[src/rtl/fwd_pkg.sv]
package fwd_pkg;

    // Operand source select codes; the numeric values are visible on the ports.
    typedef enum logic [1:0] {
        SRC_RF    = 2'b00,
        SRC_MWB   = 2'b01,
        SRC_EXM   = 2'b10,
        SRC_RSVD  = 2'b11
    } src_sel_e;

    localparam int NUM_OPND = 2;

endpackage

[src/rtl/fwd_src_select.sv]
// Chooses the source of one execute-stage operand from the in-flight producers.
module fwd_src_select
    import fwd_pkg::*;
#(
    parameter int REG_W = 5
) (
    input  logic [REG_W-1:0] src_reg,
    input  logic             exm_wr_en,
    input  logic [REG_W-1:0] exm_dst,
    input  logic             mwb_wr_en,
    input  logic [REG_W-1:0] mwb_dst,
    output src_sel_e         sel
);

    localparam logic [REG_W-1:0] ZERO_REG = '0;

    logic src_live;
    logic exm_hit;
    logic mwb_hit;

    // A read of the zero register never needs a newer value.
    assign src_live = (src_reg != ZERO_REG);

    assign exm_hit = src_live && exm_wr_en && (exm_dst == src_reg);
    assign mwb_hit = src_live && mwb_wr_en && (mwb_dst == src_reg);

    // The younger producer has priority over the older one.
    always_comb begin
        unique case ({exm_hit, mwb_hit})
            2'b10,
            2'b11:   sel = SRC_EXM;
            2'b01:   sel = SRC_MWB;
            default: sel = SRC_RF;
        endcase
    end

endmodule

[src/rtl/fwd_wb_value.sv]
// Forms the value that the write-back stage is about to commit.
module fwd_wb_value #(
    parameter int DATA_W = 32
) (
    input  logic              mem_to_reg,
    input  logic [DATA_W-1:0] load_data,
    input  logic [DATA_W-1:0] alu_res,
    output logic [DATA_W-1:0] wb_value
);

    always_comb begin
        if (mem_to_reg) begin
            wb_value = load_data;
        end else begin
            wb_value = alu_res;
        end
    end

endmodule

[src/rtl/fwd_operand_mux.sv]
// Three-way operand mux; the reserved code falls back to the register file.
module fwd_operand_mux
    import fwd_pkg::*;
#(
    parameter int DATA_W = 32
) (
    input  src_sel_e          sel,
    input  logic [DATA_W-1:0] rf_value,
    input  logic [DATA_W-1:0] mwb_value,
    input  logic [DATA_W-1:0] exm_value,
    output logic [DATA_W-1:0] opnd
);

    always_comb begin
        unique case (sel)
            SRC_EXM:  opnd = exm_value;
            SRC_MWB:  opnd = mwb_value;
            SRC_RF:   opnd = rf_value;
            SRC_RSVD: opnd = rf_value;
            default:  opnd = rf_value;
        endcase
    end

endmodule

[src/rtl/operand_forward.sv]
// Execute-stage operand forwarding: per-operand source select and operand mux.
module operand_forward
    import fwd_pkg::*;
#(
    parameter int REG_W  = 5,
    parameter int DATA_W = 32
) (
    input  logic [REG_W-1:0]  ex_src_a,
    input  logic [REG_W-1:0]  ex_src_b,
    input  logic [DATA_W-1:0] rf_data_a,
    input  logic [DATA_W-1:0] rf_data_b,
    input  logic              exm_wr_en,
    input  logic [REG_W-1:0]  exm_dst,
    input  logic [DATA_W-1:0] exm_alu_res,
    input  logic              mwb_wr_en,
    input  logic [REG_W-1:0]  mwb_dst,
    input  logic              mwb_mem_to_reg,
    input  logic [DATA_W-1:0] mwb_load_data,
    input  logic [DATA_W-1:0] mwb_alu_res,
    output logic [1:0]        sel_a,
    output logic [1:0]        sel_b,
    output logic [DATA_W-1:0] opnd_a,
    output logic [DATA_W-1:0] opnd_b
);

    logic [DATA_W-1:0] wb_value;

    logic [NUM_OPND-1:0][REG_W-1:0]  src_vec;
    logic [NUM_OPND-1:0][DATA_W-1:0] rf_vec;
    logic [NUM_OPND-1:0][DATA_W-1:0] opnd_vec;
    src_sel_e                        sel_vec [NUM_OPND];

    assign src_vec[0] = ex_src_a;
    assign src_vec[1] = ex_src_b;
    assign rf_vec[0]  = rf_data_a;
    assign rf_vec[1]  = rf_data_b;

    // One shared write-back value feeds both operand muxes.
    fwd_wb_value #(
        .DATA_W (DATA_W)
    ) u_wb_value (
        .mem_to_reg (mwb_mem_to_reg),
        .load_data  (mwb_load_data),
        .alu_res    (mwb_alu_res),
        .wb_value   (wb_value)
    );

    for (genvar g = 0; g < NUM_OPND; g++) begin : g_opnd
        fwd_src_select #(
            .REG_W (REG_W)
        ) u_select (
            .src_reg   (src_vec[g]),
            .exm_wr_en (exm_wr_en),
            .exm_dst   (exm_dst),
            .mwb_wr_en (mwb_wr_en),
            .mwb_dst   (mwb_dst),
            .sel       (sel_vec[g])
        );

        fwd_operand_mux #(
            .DATA_W (DATA_W)
        ) u_mux (
            .sel       (sel_vec[g]),
            .rf_value  (rf_vec[g]),
            .mwb_value (wb_value),
            .exm_value (exm_alu_res),
            .opnd      (opnd_vec[g])
        );
    end

    assign sel_a  = sel_vec[0];
    assign sel_b  = sel_vec[1];
    assign opnd_a = opnd_vec[0];
    assign opnd_b = opnd_vec[1];

endmodule

[config.mk]
export PLATFORM = sky130hd
export DESIGN_NAME = operand_forward
export DESIGN_NICKNAME = d
export VERILOG_FILES = /design/src/rtl/fwd_pkg.sv /design/src/rtl/fwd_src_select.sv /design/src/rtl/fwd_wb_value.sv /design/src/rtl/fwd_operand_mux.sv /design/src/rtl/operand_forward.sv
export SDC_FILE = /design/constraint.sdc
export NUM_CORES = 1
export LEC_CHECK = 0
export ABC_AREA = 1
export BUFFER_PORTS_ARGS = -buffer_cell sky130_fd_sc_hd__buf_2
export CAP_MARGIN = 0
export CORE_ASPECT_RATIO = 1.4
export CORE_MARGIN = 2
export CORE_UTILIZATION = 30
export DETAILED_ROUTE_END_ITERATION = 10
export GPL_TIMING_DRIVEN = 0
export PLACE_DENSITY = 0.64
export SYNTH_ARGS = -nofsm -noshare
export SYNTH_HDL_FRONTEND = slang
export SYNTH_HIERARCHICAL = 1
export SYNTH_SLANG_ARGS = --single-unit
[constraint.sdc]
create_clock -name vclk -period 1.82
set_input_delay 0.182 -clock vclk [all_inputs]
set_output_delay 0.182 -clock vclk [all_outputs]
set_load 0.01 [all_outputs]
# Yosys cells after proc, flatten, opt, wreduce, memory -nomap -nowiden
# Cells that the tools add are included.
[totals]
inputBits = 183
register_bits = 0
elab_cells = 37
out_inout_bits = 68
[op_classes]
n_eq_ne = 16
n_mux = 5
n_reduce_logical = 16
[op_table]
columns = ["cell", "n"]
rows = [
  ["32-bit case mux with 3 select lines", 2],
  ["32-bit 2-to-1 mux", 1],
  ["5-bit == test", 4],
  ["2-bit == test (second input constant)", 8],
  ["5-bit nonzero test", 2],
  ["2-bit by 1-bit == test with 1-bit output (second input constant)", 4],
  ["1-bit logical AND", 8],
  ["2-bit case mux with 2 select lines", 2],
  ["2-bit OR reduction", 4],
  ["2-bit logical NOT", 2],
]

# Logic depth before layout (Yosys ltp)
# Gate-level depths: netlist of run 1.
[depth]
ltp_word = 9
mapped_depth = 15
ltp_nobuf = 14

# Modules after synthesis
# Netlist of run 1, hierarchy kept.
[modules_own_cells]
columns = ["mod", "n_inst", "seq_area_each_um2", "cells_each", "area_per_inst_um2"]
rows = [
  ["fwd_operand_mux", 2, 0.0, 210, 878.3],
  ["fwd_src_select", 2, 0.0, 62, 250.2],
  ["fwd_wb_value", 1, 0.0, 104, 491.7],
]

# Worst setup path after synthesis of run 1
# Ideal clock, no wire load.
[synth_path]
path_type = "input-to-output"
from = "input ex_src_a[4]"
to = "output opnd_a[0]"
required_ns = 1.638
slack_ns = 0.037
t_arrival_ns = 1.601
stages = 12
n_path_buf = 1
cell_sequence = "nor2_1 nand3_1 nand2_1 nor2_4 nor2_1 inv_1 ha_1 buf_6 nand2_1 nand2_1 nand2_1 nand2_1"
[synth_between]
elab_chain_cells = 9
elab_cells_between_ends = 18
cone_classes = "8 x eq/ne; 2 x mux; 8 x reduce/logical"
[synth_lines]
columns = ["item", "line_no", "rtl"]
rows = [
  ["start, declared", "operand_forward.sv:8", "input logic [REG_W-1:0] ex_src_a,"],
  ["5-bit nonzero test", "fwd_src_select.sv:22", "assign src_live = (src_reg != ZERO_REG);"],
  ["1-bit logical AND, on equally long branches (2 in a row)", "fwd_src_select.sv:25, fwd_src_select.sv:24", ""],
  ["2-bit == test", "fwd_src_select.sv:29", "unique case ({exm_hit, mwb_hit})"],
  ["2-bit OR reduction", "fwd_src_select.sv:29", ""],
  ["2-bit case mux with 2 select lines (*)", "fwd_src_select.sv:29", ""],
  ["via sel_a[1]", "operand_forward.sv:20", "output logic [1:0] sel_a,"],
  ["2-bit == test or 2-bit logical NOT (tied branches)", "fwd_operand_mux.sv:15", "unique case (sel)"],
  ["2-bit OR reduction (no line)", "--", ""],
  ["32-bit case mux with 3 select lines (*)", "fwd_operand_mux.sv:15", ""],
  ["end, declared", "operand_forward.sv:22", "output logic [DATA_W-1:0] opnd_a,"],
]
# The timed path passes the listed nets; every way through them passes the cells marked *.

# Final worst setup path of run 1
[layout_path]
from = "input ex_src_a[3]"
to = "output opnd_a[16]"
[layout_between]
elab_chain_cells = 9
elab_cells_between_ends = 18
cone_classes = "8 x eq/ne; 2 x mux; 8 x reduce/logical"
[layout_lines]
columns = ["item", "line_no"]
rows = [
  ["5-bit nonzero test", "fwd_src_select.sv:22"],
  ["1-bit logical AND, on equally long branches (2 in a row)", "fwd_src_select.sv:25, fwd_src_select.sv:24"],
  ["2-bit == test", "fwd_src_select.sv:29"],
  ["2-bit OR reduction", "fwd_src_select.sv:29"],
  ["2-bit case mux with 2 select lines (*)", "fwd_src_select.sv:29"],
  ["2-bit == test or 2-bit logical NOT (tied branches)", "fwd_operand_mux.sv:15"],
  ["2-bit OR reduction (no line)", "--"],
  ["32-bit case mux with 3 select lines (*)", "fwd_operand_mux.sv:15"],
]
# Mark *: on every way between the ends. The rest lies on a longest branch, timed or not.

==> impl_metrics.json, run 1 <==
{
  "netlist_instances": 648,
  "worstPathRequired_ns": 1.64,
  "finalCriticalPeriod_ns": 1.94,
  "crit_top_cell": "nand2_1",
  "worstSetupPathType": "input port to output port",
  "n_fill_cell": 1031,
  "setup_viol": 64,
  "placed_cells": 1005,
  "run_status": "finished with violations",
  "dieWidth_um": 84.9,
  "violations": "negative setup slack",
  "register_area_um2": 0,
  "cp.buffers_inverters": 5,
  "cpPeakStageDelay_ns": 0.37,
  "drt-initial-drc-count": 181,
  "crit_path_top_delay_cell": "ha_4",
  "nets": 1104,
  "hold_viol_final": 0,
  "crit_start": "ex_src_a[3]",
  "power.leakage_nw": 3.22,
  "routed_wl_mm": 13.1,
  "slew_violations": 0,
  "final_cells": 1023,
  "portBuffers": 250,
  "setup_ws_ns": -0.120,
  "grt_pass1_vias": 4098,
  "critPathTopFamily": "simple AND/OR/NAND/NOR gates",
  "antenna_found_initial": 1,
  "nClkBuffers": 0,
  "whs_path_depth": 4,
  "cp-end-kind": "output port",
  "timing.final.crit_share_pct": 107,
  "gp_congestion": 0.845,
  "crit_path_start_kind": "input port",
  "slew_headroom_pct": 86.6,
  "detail-route-antenna-nets": 0,
  "hpwl_mm": 9.72,
  "pin_count": 251,
  "fp-row-count": 41,
  "drcViolationCount": 0,
  "worstPathMaxFanout": 7,
  "grt_start_max_net_pins": 11,
  "syn_to_final_growth_pct": 77.8,
  "syn_avg_cell_area_um2": 4.24,
  "nFlopsAndLatches": 0,
  "tightestPinTransition_ns": 0.202,
  "peakVddDrop_uv": 106,
  "die_y_um": 117,
  "grt_pass1_wl_mm": 19.3,
  "mostFrequentLayoutCells": "nand2_1 (470), buf_2 (230), nand2_2 (66), buf_6 (33), inv_1 (25)",
  "rsz0062_at_grt": "yes",
  "synth_sequential_area_ratio_pct": 0,
  "arrival_ns": 1.76,
  "initial_core_util_pct": 30.6,
  "worstHoldStart": "exm_alu_res[30]",
  "core_um2": 8980,
  "grt_usage_pct": 23.3,
  "maxCapViolCount": 0,
  "netlist_area_um2": 2750,
  "vias": 4553,
  "firstDrtPassIters": 4,
  "layout.cells.most_common": "nand2_1",
  "pre_cts_ws_ns": -0.401,
  "ys_warn_count": 6,
  "path_cells": "buf_8 -> inv_6 -> nor2_4 -> nor2_2 -> nand2_1 -> nor2_1 -> nand2_1 -> nor2_2 -> inv_2 -> ha_4 -> buf_8 -> nand2_2 -> nand2_1 -> nand2_1 -> nand2_1 -> buf_2",
  "holdPathEnd": "opnd_b[30]",
  "layout-drive-gt1-share_pct": 44.3,
  "synth_nets": 835,
  "synth_cell_type_count": 14,
  "grt_remaining_overflow": 0,
  "die-area_um2": 9960,
  "via_per_inst": 4.45,
  "fmax_mhz": 516,
  "multi_input_area_um2": 2510,
  "min_path_type": "input port to output port",
  "p_per_area_nw_per_um2": 212,
  "wl_per_cell_um": 12.8
}
[cells in the mapped netlist (all sizes together)]
library cell,number,area [µm²]
ha,4,50.1
nor2,24,110
nand2,542,2070
nand3,4,20.0
clkbuf,3,41.3
buf,30,297
inv,41,161
[repair_timing]
item                                    4_1_cts  5_1_grt
endpoints found under the setup margin       64       64
resized for setup                            76       83
hold buffers                                  0        0
pin swaps                                    17       55
setup buffers                                10        1
gates cloned                                  4        5
[final cells by class]
class	instances	area share [%]
diodes	1	0.0512
plain buffers	31	7.78
inverters	41	3.71
multi-input cells	574	51.4
well taps	107	2.74
repair buffers	269	34.3
[how the worst max path moves through the flow]
stage	end	cells past startpoint
floorplan	opnd_a[0]	12
global placement	opnd_b[9]	14
detailed placement	opnd_b[15]	14
CTS	opnd_b[25]	16
global route	opnd_b[25]	16
finish	opnd_a[16]	16
[per-stage QoR]
step	setup TNS (ns)	cell area [µm²]	power (mW)	util [%]	hold WS, ns
after detailed placement	-19.11	4130	0.894	46.0	0.661
after global placement	-18.20	4130	0.891	46.0	0.659
after floorplan	0	2750	0.473	-	0.479
after CTS	-3.20	4510	0.963	50.2	0.656
final	-5.74	4890	1.04	54.4	0.654
after global routing	-13.67	4890	1.15	54.4	0.670
[tightest hold or removal path, cell delays in order]
cell	delay [ns]
buf_2	0.09
nand2_1	0.05
nand2_1	0.04
buf_2	0.12
[per-layer routing]
| layer | part of all wire (%) | GRT usage [%] | wire [µm] | up-vias |
|---|---|---|---|---|
| met4 | 0.42 | 2.22 | 55 | 0 |
| met3 | 5.4 | 1.68 | 713 | 6 |
| li1 | - | - | - | 2426 |
| met2 | 53 | 45.8 | 7010 | 151 |
| met1 | 41 | 28.7 | 5340 | 1970 |
| met5 | 0 | 0 | 0 | - |
[kinds of logic (layout without fill, tap and decap cells)]
group / after synthesis / after routing / synth area share [%]
adders and majority gates: 4 / 4 / 1.82
buffers and inverters: 74 / 341 / 18.2
other: 0 / 1 / 0
and+or+nand+nor: 570 / 570 / 80.0
[report_power, final]
part | leakage [nW] | internal (mW) | switching [mW]
logic | 3.22 | 0.498 | 0.540
registers | 0 | 0 | 0
clock network | 0.00000634 | 0.0000000736 | 0
total | 3.22 | 0.498 | 0.540
No activity file was read; power rests on OpenSTA's default activity.
==> run 2, diff against run 1 <==
- CELL_PAD_IN_SITES_DETAIL_PLACEMENT: default -> 1
- CELL_PAD_IN_SITES_GLOBAL_PLACEMENT: default -> 2
- CORE_UTILIZATION: 30 -> 15
- PLACE_DENSITY: 0.64 -> 0.82
==> run 2 against run 1 <==
Against the previous run:
- the run still ends with negative setup slack left
- largest cell class unchanged
- count of clock-buffer cells in the layout stayed put
- combinational power grew 6%
- maximum frequency down 2.5%
- largest power group unchanged
- flip-flop and latch count is the same
==> impl_metrics.json, run 2 (synthesis results as in run 1) <==
{
  "p_seq_share_pct": 0,
  "pin_count": 251,
  "slew_violations": 0,
  "wl_per_cell_um": 14.1,
  "arrival_ns": 1.81,
  "n_fill_cell": 2546,
  "placed_cells": 1138,
  "run_status": "finished with violations",
  "grt_pass1_wl_mm": 24.6,
  "cp-end-kind": "output port",
  "place_area_um2": 4300,
  "timing.final.crit_share_pct": 109,
  "gp_congestion": 0.771,
  "grt_pass1_vias": 4778,
  "worstPathRequired_ns": 1.64,
  "initial_core_util_pct": 15.3,
  "portBuffers": 250,
  "die-area_um2": 19400,
  "mostFrequentLayoutCells": "nand2_1 (467), buf_2 (221), nand2_2 (64), buf_6 (37), inv_1 (25)",
  "fmax_mhz": 503,
  "grt_start_max_net_pins": 11,
  "switchingPower_mw": 0.570,
  "routed_wl_mm": 16.3,
  "tightestPinTransition_ns": 0.161,
  "grt_remaining_overflow": 0,
  "crit_path_start_kind": "input port",
  "antenna_found_initial": 1,
  "fin_tns_setup_ns": -7.20,
  "die_y_um": 164,
  "layout-drive-gt1-share_pct": 45.1,
  "crit_top_cell": "nand2_1",
  "finalCriticalPeriod_ns": 1.99,
  "layout.cells.most_common": "nand2_1",
  "intPower_mw": 0.527,
  "syn_to_final_growth_pct": 86.1,
  "cpPeakStageDelay_ns": 0.34,
  "register_area_um2": 0,
  "drt-initial-drc-count": 102,
  "via_per_inst": 4.03,
  "setup_viol": 64,
  "combPwrFrac_pct": 100.0,
  "vias": 4655,
  "nets": 1103,
  "holdBufCountCts": 0,
  "critPathTopFamily": "simple AND/OR/NAND/NOR gates",
  "worstPathMaxFanout": 5,
  "p_per_area_nw_per_um2": 214,
  "setup_ws_ns": -0.170,
  "min_path_type": "input port to output port",
  "power.leakage_nw": 3.23,
  "peakVddDrop_uv": 73.1,
  "final_cells": 1155,
  "stdcell_area_um2": 5120,
  "firstDrtPassIters": 4,
  "core_um2": 18000,
  "pre_cts_ws_ns": -0.439,
  "violations": "negative setup slack",
  "cp.buffers_inverters": 6,
  "clockPowerShare_pct": 0,
  "path_cells": "buf_8 -> inv_8 -> nor2_4 -> nor2_1 -> nand2_1 -> nor2_1 -> nand2_2 -> nor2_4 -> inv_2 -> ha_4 -> buf_12 -> buf_8 -> nand2_2 -> nand2_1 -> nand2_1 -> nand2_1 -> buf_6",
  "fp-row-count": 58,
  "nClkBuffers": 0,
  "dieWidth_um": 118,
  "maxCapViolCount": 0,
  "detail-route-antenna-nets": 0,
  "worstSetupPathType": "input port to output port",
  "rsz0062_at_grt": "yes",
  "crit_path_top_delay_cell": "ha_4",
  "slew_headroom_pct": 89.3,
  "grt_usage_pct": 15.8,
  "hold_viol_final": 0,
  "multi_input_area_um2": 2570,
  "drcViolationCount": 0,
  "swShare_pct": 52.0,
  "nFlopsAndLatches": 0,
  "hpwl_mm": 12.7
}
-- run 2: cell count changes in the layout (fill, tap and decap cells not counted), moves of 4 or more --
cell       before  now
buf_2         230  221
buf_12          1    8
buf_4          13   19
buf_8          13    8
nand2_4         6   11
nor2_1         13    8
buf_6          33   37
clkbuf_16       5    1
-- run 2: area by class of cell --
class                      instances  share of cell area, %
antenna                            1                 0.0489
inverter                          41                   3.50
timing repair buffer             268                   33.1
buffer                            31                   7.31
multi-input combinational        574                   50.2
tap                              240                   5.87
-- run 2: final timing paths --
path	cells past startpoint	end	start	slack (ns)
worst max-delay path	17	opnd_b[30]	ex_src_b[3]	-0.17
worst min-delay path	4	opnd_b[21]	exm_alu_res[21]	0.66
-- run 2: routing by layer --
layer	global-route usage (%)	part of all wire (%)	vias to the layer above
met2	32.0	54	130
met3	1.32	4.2	8
met5	0	0	-
li1	-	-	2418
met4	1.35	0.95	0
met1	18.4	41	2099
-- run 2: power by group through the flow --
stage	Sequential (mW)	Combinational, mW	Clock (mW)
after CTS	0	1.05	0
after global routing	0	1.23	0.0000000734
after global placement	0	0.922	0
final	0	1.10	0.0000000734
after detailed placement	0	0.930	0
after floorplan	0	0.473	0
-- run 2: repair_timing --
action                                 in CTS  in global routing
setup endpoints to repair                  64                 64
gates resized for setup                    99                 75
pin swaps                                  52                 60
gates cloned                                3                  1
endpoints found under the hold margin       0                  0
setup buffers                              10                  5
-- run 2: stage by stage --
stage	utilization, %	hold WS [ns]	total power [mW]
5_1_grt	28.4	0.682	1.23
4_1_cts	26.7	0.664	1.05
3_3_place_gp	23.9	0.663	0.922
3_5_place_dp	23.9	0.665	0.930
2_1_floorplan	-	0.479	0.473
6_report	28.4	0.658	1.10
==> run 3, diff against run 2 <==
- ABC_AREA: 1 -> default
- CAP_MARGIN: 0 -> default
- PLACE_DENSITY: 0.82 -> 0.81
==> run 3 against run 2 <==
Against the previous run:
- the run still ends with negative setup slack left
- highest routed layer unchanged
- maximum frequency shrank 15%
- synthesized area is 24% lower
- global-route usage up 1.7 points
- cell count fell by 35%
- via count decreased by 24%
- hold slack improved by 0.021 ns
- non-clock buffer count is 1 lower
==> impl_metrics.json, run 3 <==
{
  "run_status": "finished with violations",
  "violations": "negative setup slack",
  "detail-route-antenna-nets": 0,
  "placed_cells": 733,
  "syn_to_final_growth_pct": 112,
  "synth_sequential_area_ratio_pct": 0,
  "initial_core_util_pct": 15.2,
  "mostFrequentLayoutCells": "buf_2 (241), nand2_1 (66), o21ai_1 (57), a22oi_2 (49), mux2_4 (30)",
  "synth_compound_gate_area_share_pct": 39.0,
  "layout.cells.most_common": "buf_2",
  "n_fill_cell": 1752,
  "fmax_mhz": 427,
  "setup_ws_ns": -0.523,
  "grt_pass1_vias": 3863,
  "grt_usage_pct": 17.5,
  "antenna_cells": 0,
  "crit_path_top_delay_cell": "or4_4",
  "maxCapViolCount": 0,
  "die-area_um2": 15000,
  "pin_count": 251,
  "synthSimpleGateAreaFrac_pct": 15.5,
  "cp.buffers_inverters": 4,
  "drcViolationCount": 0,
  "tightestPinTransition_ns": 0.375,
  "netlist_area_um2": 2100,
  "synthXorXnorAreaFrac_pct": 8.35,
  "yosysMostFrequentCell": "nand2_1",
  "register_area_um2": 0,
  "layout-drive-gt1-share_pct": 71.4,
  "hpwl_mm": 10.8,
  "hold_viol_final": 0,
  "whs_ns": 0.679,
  "yosys.area_share.adder_pct": 2.39,
  "nFlopsAndLatches": 0,
  "worstSetupPathType": "input port to output port",
  "setup_viol": 64,
  "arrival_ns": 2.16,
  "cp-end-kind": "output port",
  "synth_common_cells": "nand2_1 (66), a22oi_1 (64), o21ai_1 (60), mux2_4 (30), buf_2 (19)",
  "synth_top_area_cell": "a22oi_1",
  "peakVddDrop_uv": 91.9,
  "pre_cts_ws_ns": -0.628,
  "power.leakage_nw": 2.04,
  "whs_path_depth": 4,
  "slew_violations": 0,
  "dieWidth_um": 104,
  "crit_path_start_kind": "input port",
  "worstPathRequired_ns": 1.64,
  "netlist.area_leader.share_pct": 22.9,
  "holdPathEnd": "opnd_b[8]",
  "nClkBuffers": 0,
  "die_y_um": 144,
  "nets": 755,
  "ys_warn_count": 6,
  "synth_area_leaders": "a22oi_1 (23%), mux2_4 (21%), o21ai_1 (14%), nand2_1 (12%), xnor2_1 (5.0%)",
  "place_area_um2": 3780,
  "routed_wl_mm": 14.0,
  "via_per_inst": 4.71,
  "grt_remaining_overflow": 0,
  "min_path_type": "input port to output port",
  "final_util_pct": 32.2,
  "synth_top_family_by_area": "compound AO/OA/AOI/OAI gates",
  "grt_start_max_net_pins": 11,
  "path_cells": "buf_8 -> or4_4 -> nor2_4 -> and3b_2 -> ha_4 -> buf_12 -> buf_16 -> a22oi_2 -> o21ai_1 -> buf_2",
  "slew_headroom_pct": 74.8,
  "critPathTopFamily": "simple AND/OR/NAND/NOR gates",
  "fin_tns_setup_ns": -29.13,
  "syn_avg_cell_area_um2": 7.04,
  "portBuffers": 250,
  "worstPathMaxFanout": 7,
  "timing.final.crit_share_pct": 129,
  "gp_congestion": 0.892,
  "stdcell_area_um2": 4440,
  "final_cells": 751,
  "synth_nets": 485,
  "antenna_found_initial": 0,
  "worstHoldStart": "exm_alu_res[8]",
  "synth_cell_type_count": 21,
  "vias": 3536,
  "grt_pass1_wl_mm": 21.0,
  "power_mw": 1.04,
  "netlist_instances": 298,
  "path_depth": 10,
  "wl_per_cell_um": 18.7,
  "rsz0062_at_grt": "yes",
  "fp-row-count": 51,
  "finalCriticalPeriod_ns": 2.34,
  "drt-initial-drc-count": 73,
  "firstDrtPassIters": 4,
  "core_um2": 13800,
  "p_per_area_nw_per_um2": 234,
  "cpPeakStageDelay_ns": 0.54,
  "muxShareOfSynthArea_pct": 22.5
}
[run 3: cell count changes after synthesis, moves of 8 or more]
cell     previous run  this run
inv_2               8         0
nand2_1           528        66
o21ai_1             0        60
xnor2_1             0        12
nor2_1             20         2
buf_2               8        19
a22oi_1             0        64
xor2_1              0         8
nand2_2            14         0
inv_1              32         4
buf_6              21         7
mux2_4              0        30
[run 3: worst max path at each step]
stage | startpoint | to | slack [ns]
3_5_place_dp | ex_src_b[3] | opnd_b[10] | -0.63
5_1_grt | ex_src_a[1] | opnd_a[7] | -0.62
4_1_cts | ex_src_a[1] | opnd_a[9] | -0.54
2_1_floorplan | ex_src_b[3] | opnd_b[11] | -0.18
3_3_place_gp | ex_src_b[3] | opnd_b[10] | -0.60
6_report | ex_src_a[1] | opnd_a[7] | -0.52
[run 3: logic make-up (layout without fill, tap and decap cells)]
group           count (synthesis)  after routing
simple gates                   78             78
buf+inv                        34            302
xor+xnor                       20             20
fa+ha+maj                       4              4
mux                            32             32
compound gates                130            130
[run 3: metal layers]
layer | part of all wire [%] | GRT usage (%) | vias up | wire length [µm]
li1 | - | - | 1648 | -
met1 | 38 | 19.3 | 1723 | 5290
met2 | 56 | 36.1 | 151 | 7890
met3 | 4.8 | 1.95 | 14 | 673
met4 | 1.1 | 2.20 | 0 | 159
met5 | 0 | 0 | - | 0
[run 3: area by class of cell]
| type | instances | area, µm² | share of cell area (%) |
|---|---|---|---|
| Timing Repair Buffer | 270 | 1590 | 35.9 |
| Inverter | 4 | 15.0 | 0.338 |
| Buffer | 28 | 318 | 7.16 |
| Multi-Input combinational cell | 264 | 2280 | 51.4 |
| Tap cell | 185 | 231 | 5.22 |
[run 3: what timing repair did]
item / 4_1_cts / 5_1_grt
setup buffers: 13 / 5
cloned: 5 / 0
pin swaps: 29 / 32
endpoints found under the setup margin: 64 / 64
resized for setup: 76 / 27
hold buffers: 0 / 0
[run 3: worst min-delay path, delay by kind of cell]
| kind | cells | cell delay [ns] |
|---|---|---|
| buf+inv | 2 | 0.22 |
| compound gates | 1 | 0.05 |
| simple gates | 1 | 0.04 |
[run 3: report_power, final]
group | switching [mW] | total (mW) | internal [mW]
clock | 0 | 0 | 0
combinational | 0.471 | 1.04 | 0.567
sequential | 0 | 0 | 0
total | 0.471 | 1.04 | 0.567
